File: config.mk
export PLATFORM = sky130hd
export DESIGN_NAME = stamp_clock_counter
export DESIGN_NICKNAME = d
export VERILOG_FILES = /design/src/rtl/stamp_clock_counter.sv
export SDC_FILE = /design/constraint.sdc
export NUM_CORES = 1
export LEC_CHECK = 0
export ABC_AREA = 1
export BUFFER_PORTS_ARGS = -buffer_cell sky130_fd_sc_hd__buf_2
export CORE_MARGIN = 8
export CORE_UTILIZATION = 25
export DETAILED_ROUTE_END_ITERATION = 6
export PLACE_DENSITY_LB_ADDON = 0.05
export SLEW_MARGIN = 10
export SYNTH_ARGS = -nofsm -noshare
export SYNTH_HDL_FRONTEND = slang
export SYNTH_SLANG_ARGS = --single-unit
export TNS_END_PERCENT = 1
File: constraint.sdc
create_clock -name clk -period 4.4 [get_ports clk]
set_clock_uncertainty 0.2 [all_clocks]
set_input_delay 0.88 -clock clk [delete_from_list [all_inputs] [get_ports clk]]
set_output_delay 0.88 -clock clk [all_outputs]
set_load 0.005 [all_outputs]
File: src/rtl/stamp_clock_counter.sv
module stamp_clock_counter #(
  parameter int CNT_W   = 64,
  parameter int SLICE_W = 16,
  parameter int WORD_W  = 24,
  parameter int ADDR_W  = 4,
  parameter int DIV     = 4
) (
  input  logic              clk,
  input  logic              rst_n,
  input  logic              veto,
  input  logic              use_ext,
  input  logic              ext_clk,
  input  logic              clear,
  input  logic [ADDR_W-1:0] rd_addr,
  output logic [WORD_W-1:0] rd_data,
  output logic              tick_out
);
  localparam int NSLICE = CNT_W / SLICE_W;
  localparam int PH_W   = (DIV > 1) ? $clog2(DIV) : 1;

  logic [PH_W-1:0]  phase;
  logic [2:0]       ext_sh;
  logic [CNT_W-1:0] cnt;
  logic             int_tick, ext_rise, tick_en;

  always_ff @(posedge clk or negedge rst_n)
    if (!rst_n)                         phase <= '0;
    else if (phase == PH_W'(DIV - 1))   phase <= '0;
    else                                phase <= phase + 1'b1;

  always_ff @(posedge clk or negedge rst_n)
    if (!rst_n) ext_sh <= '0;
    else        ext_sh <= {ext_sh[1:0], ext_clk};

  assign int_tick = (phase == PH_W'(DIV - 1));
  assign ext_rise = ext_sh[1] & ~ext_sh[2];
  assign tick_en  = (use_ext ? ext_rise : int_tick) & ~veto;

  always_ff @(posedge clk or negedge rst_n)
    if (!rst_n)       cnt <= '0;
    else if (clear)   cnt <= '0;
    else if (tick_en) cnt <= cnt + 1'b1;

  always_ff @(posedge clk or negedge rst_n)
    if (!rst_n) tick_out <= 1'b0;
    else        tick_out <= tick_en;

  always_comb begin
    rd_data = '0;
    for (int i = 0; i < NSLICE; i++)
      if (rd_addr == ADDR_W'(i + 1))
        rd_data[SLICE_W-1:0] = cnt[i*SLICE_W +: SLICE_W];
  end

  assert_clear_zero_R6: assert property (@(posedge clk) disable iff (!rst_n)
    clear |=> cnt == '0);
  assert_veto_holds_R3: assert property (@(posedge clk) disable iff (!rst_n)
    (veto && !clear) |=> (cnt == $past(cnt) && !tick_out));
  assert_step_one_R7: assert property (@(posedge clk) disable iff (!rst_n)
    !clear |=> (cnt == $past(cnt) || cnt == $past(cnt) + 1'b1));
  assert_single_pulse_R2: assert property (@(posedge clk) disable iff (!rst_n)
    tick_out |=> !tick_out);
  assert_unused_addr_R8: assert property (@(posedge clk) disable iff (!rst_n)
    (rd_addr == '0 || int'(rd_addr) > NSLICE) |-> rd_data == '0);
endmodule

After elaboration in Yosys (flattened, before gate mapping)
Index checks and enable logic that the tools add are counted. W data, S select, Z words.

Register bits after elaboration: 70. Output and inout bits: 25. Bits of input ports: 10.

Reductions and logical operators: 1. Muxes and demuxes: 8. Equal/unequal tests: 5. Bitwise operators: 4. Add/sub/neg operators: 2.

Operators by type and width (count): $mux W64 (2); $add A64 B1 Y64 const B (1); $mux W16 (4); $eq A4 B2 Y1 const B (2); $eq A4 B1 Y1 const B (1); $eq A4 B3 Y1 const B (1); $add A2 B1 Y2 const B (1); $and A1 B1 Y1 (2); $eq A2 B2 Y1 const B (1); $mux W2 (1); $not A1 Y1 (2); $reduce_bool A2 Y1 (1); $mux W1 (1).

Depth between registers and ports, before layout
Depth in word-level cells: 6. Mapped depth: 11. Gate-level depth less buffers: 11.

Worst setup path after synthesis
Ideal clock, no wire load.

Kind: input port to output port. Start point: input rd_addr[3]. End point: output rd_data[0]. Stages: 5. Data arrival time: 1734 ps. Slack: 1586 ps. Path buffers: 1. Cells stage by stage: nor2_2 > nand3_1 > buf_2 > o21ai_0 > o21ai_0.

Word-level cells in the longest chain between the ends: 5. Elaborated cells between the ends (all ways): 8. Those cells by class: eq/ne: 4; mux: 4.

RTL lines: from (decl) (RTL line 14) `input logic [ADDR_W-1:0] rd_addr,`; $eq A4 B1 Y1 (RTL line 51) `if (rd_addr == ADDR_W'(i + 1))`; $mux W16 (3 in a row) (RTL line 51); $mux W16 * (RTL line 51); to (decl) (RTL line 15) `output logic [WORD_W-1:0] rd_data,`.

Every way passes the cells marked *; elsewhere a longest branch is shown, timed or not.

Worst setup path after layout
Start point: input rd_addr[2]. End point: output rd_data[6].

Same word-level chain as after synthesis.

==> results.yml <==
logic_synthesis:
  synth.top_cell.area_share_pct: 34.3
  syn_inst: 784
  synthTopCellsByCount: "nor2_1, nand2_1, inv_1"
  synthArstFlopShare_pct: 100
  yosys_warnings: 0
  synth_edf_count: 0
  syn_area_sq_um: 5110
  netlist.top_cell.by_area: "dfrtp_1"
  ys_types: 34
  yosys_register_bits: 70
  synth.most_common_cell: "nor2_1"
  synth.avg_cell_area_sq_um: 6.52
  synth_area_leaders: "dfrtp_1, nor2_1, nand2_1"
  synth_ff_type: "dfrtp_1"
  ys_seq_area_share_pct: 34.3
clock_tree:
  cts_tree: "done"
  numCtsBuffers: 9
  clk_latency_ns: 0.35
  clock-sinks: 70
  clockRootBuffer: "clkbuf_16"
  post_cts_resized: 0
  clockBufferDepth: 2
  htreeDepth: 3
  clkSlewWorstSetupHoldPaths_ns: 0.06
  hold_buffers: 0
  post-cts-setup-buffers: 0
power_and_ir_drop:
  power.total_uw: 1550
  leakagePower_uw: 0.00232
  power_density_nw_per_um2: 266
  peakVddDrop_v: 0.000168
sta:
  rsz0062_at_grt: "no"
  drv_slew: 0
  worstMarginPinSlew_ns: 0.810
  fin_crit_sh_pct: 82.3
  finalHoldViolations: 0
  fmax_mhz: 276
  relSlewSlack_pct: 46.0
  setup_tns_ns: 0
  min_period_ns: 3.62
  setup_ws_ns: 0.780
  finalSetupViolCount: 0
placed_design:
  dp_cells: 1069
  pre_cts_ws_ns: 0.791
  place_hpwl_mm: 15.9
  io_buffer_count: 26
  gp_congestion: 0.912
die:
  die_width_um: 159
  chipHeight_um: 159
  die_area_sq_um: 25300
  core.rowCount: 52
  initial_utilization_pct: 25.3
  top_level_ports: 35
  core_sq_um: 20200
run:
  maxCapViolations: 0
critical_path:
  crit_family: "simple AND/OR/NAND/NOR gates"
  max_stage_delay_ns: 0.56
  crit_fanout: 14
  cpMostUsedCell: "buf_2"
  crit_path_start_kind: "input port"
  worstPathRequired_ns: 3.32
  arrival_ns: 2.54
  worst_setup_path_end_kind: "output port"
  crit_type: "input port to output port"
  critPathBufInv: 2
  path_cells: "buf_2 > nor2_2 > nand2_1 > o22ai_1 > nor2_1 > o21ai_0 > buf_2"
  crit_slowest_cell: "nand2_1"
drt:
  drt-initial-drc-count: 366
  wirelength_mm: 20.5
  drtAntennaViolNets: 0
  wl_per_cell_um: 18.9
  drtPass1Iterations: 6
  viasPerCell: 4.65
  remaining_drc_errors: 0
  vias: 5039
cells_and_area:
  n_antenna_cell: 0
  finalNonFillerCells: 1084
  syn2layout_area_growth_pct: 14.1
  final_util_pct: 28.9
  drive_above_1_share_pct: 13.3
  fin_nets: 822
outcome:
  status: "finished, final reports clean"
min_path:
  hold_class: "register to register"
global_route:
  grt_pass1_wl_mm: 31.4
  grt_usage_pct: 16.4
  antenna_found_initial: 0
  grt_max_degree: 56
  grt_overflow_total: 0
  first_global_vias: 4983
==> placed cells by master, fill, tap and decap left out, drive strengths merged <==
cell type | netlist | final
o22ai | 12 | 12
a21oi | 33 | 33
clkbuf | 2 | 11
nor4 | 3 | 3
nor2 | 216 | 216
o21bai | 1 | 1
nand2 | 189 | 189
buf | 21 | 31
nand3 | 39 | 39
inv | 101 | 101
a211oi | 1 | 1
clkinv | 0 | 2
o2111ai | 3 | 3
ha | 2 | 2
dfrtp | 70 | 70
nor3 | 23 | 23
bufinv | 0 | 2
o21a | 2 | 2
conb | 1 | 8
and3 | 1 | 1
nand4 | 22 | 22
o211ai | 1 | 1
a31oi | 2 | 2
o21ai | 39 | 39
==> power breakdown <==
part | switching (uW) | internal [uW] | total (uW)
Combinational | 62.0 | 12.6 | 74.6
Sequential | 1.28 | 646 | 648
Clock | 303 | 523 | 826
Total | 366 | 1180 | 1550
==> final timing paths <==
| check | slack, ns | depth (start not counted) | startpoint | end |
|---|---|---|---|---|
| worst max-delay path | 0.78 | 7 | rd_addr[2] | rd_data[6] |
| worst min-delay path | 0.15 | 0 | ext_sh[0] | ext_sh[1] |
| worst max register to register | 1.91 | 9 | phase[0] | cnt[32] |
| worst min register to register | 0.15 | 0 | ext_sh[0] | ext_sh[1] |
| max in group asynchronous | 2.82 | 2 | rst_n | cnt[41] |
| min in group asynchronous | 0.42 | 1 | rst_n | phase[1] |
==> sequential cells by signal, indices dropped and copies added (netlist names) <==
register	count
cnt	64
ext_sh	3
phase	2
tick_out	1
==> cell type report <==
| cell class | instances | area, sq um |
|---|---|---|
| clock buffer | 11 | 253 |
| clock inverter | 4 | 70.1 |
| fill | 2296 | 14300 |
| inverter | 101 | 379 |
| multi-input combinational | 597 | 2870 |
| sequential | 70 | 1750 |
| tap | 270 | 338 |
| timing repair buffer | 31 | 170 |
==> cell families (layout without fill, tap and decap cells) <==
group           Yosys count  count (layout)  share of synthesized area, %
compound gates           94              94                          10.2
simple gates            493             493                          44.9
fa+ha+maj                 2               2                         0.490
other cells               1               8                        0.0734
buf+inv                 124             147                          10.1
flops                    70              70                          34.3
==> worst reg2reg max path, stage by stage (launching register included) <==
cell and delay, ns:
dfrtp_1 0.38, ha_1 0.22, nor2_1 0.13, nor2_2 0.08, nand2_4 0.28, nand2_2 0.36, inv_1 0.40, nor2_1 0.12
a21oi_1 0.16, nor2_1 0.06
==> metal layers <==
| layer | share of wire (%) | wire [um] | global-route usage [%] | vias up |
|---|---|---|---|---|
| li1 | - | - | - | 2531 |
| met1 | 50 | 10100 | 22.6 | 2388 |
| met2 | 46 | 9400 | 26.3 | 102 |
| met3 | 2.8 | 568 | 1.89 | 18 |
| met4 | 1.7 | 345 | 4.89 | 0 |
| met5 | 0 | 0 | 0 | - |
==> metrics by stage <==
| step | instance area [sq um] | hold WS [ns] |
|---|---|---|
| after detailed placement | 5510 | 0.139 |
| after CTS | 5830 | 0.152 |
| final | 5830 | 0.151 |
| after floorplan | 5140 | 0.131 |
| after global routing | 5830 | 0.166 |
| after global placement | 5510 | 0.135 |
(Power assumes the default switching activity.)
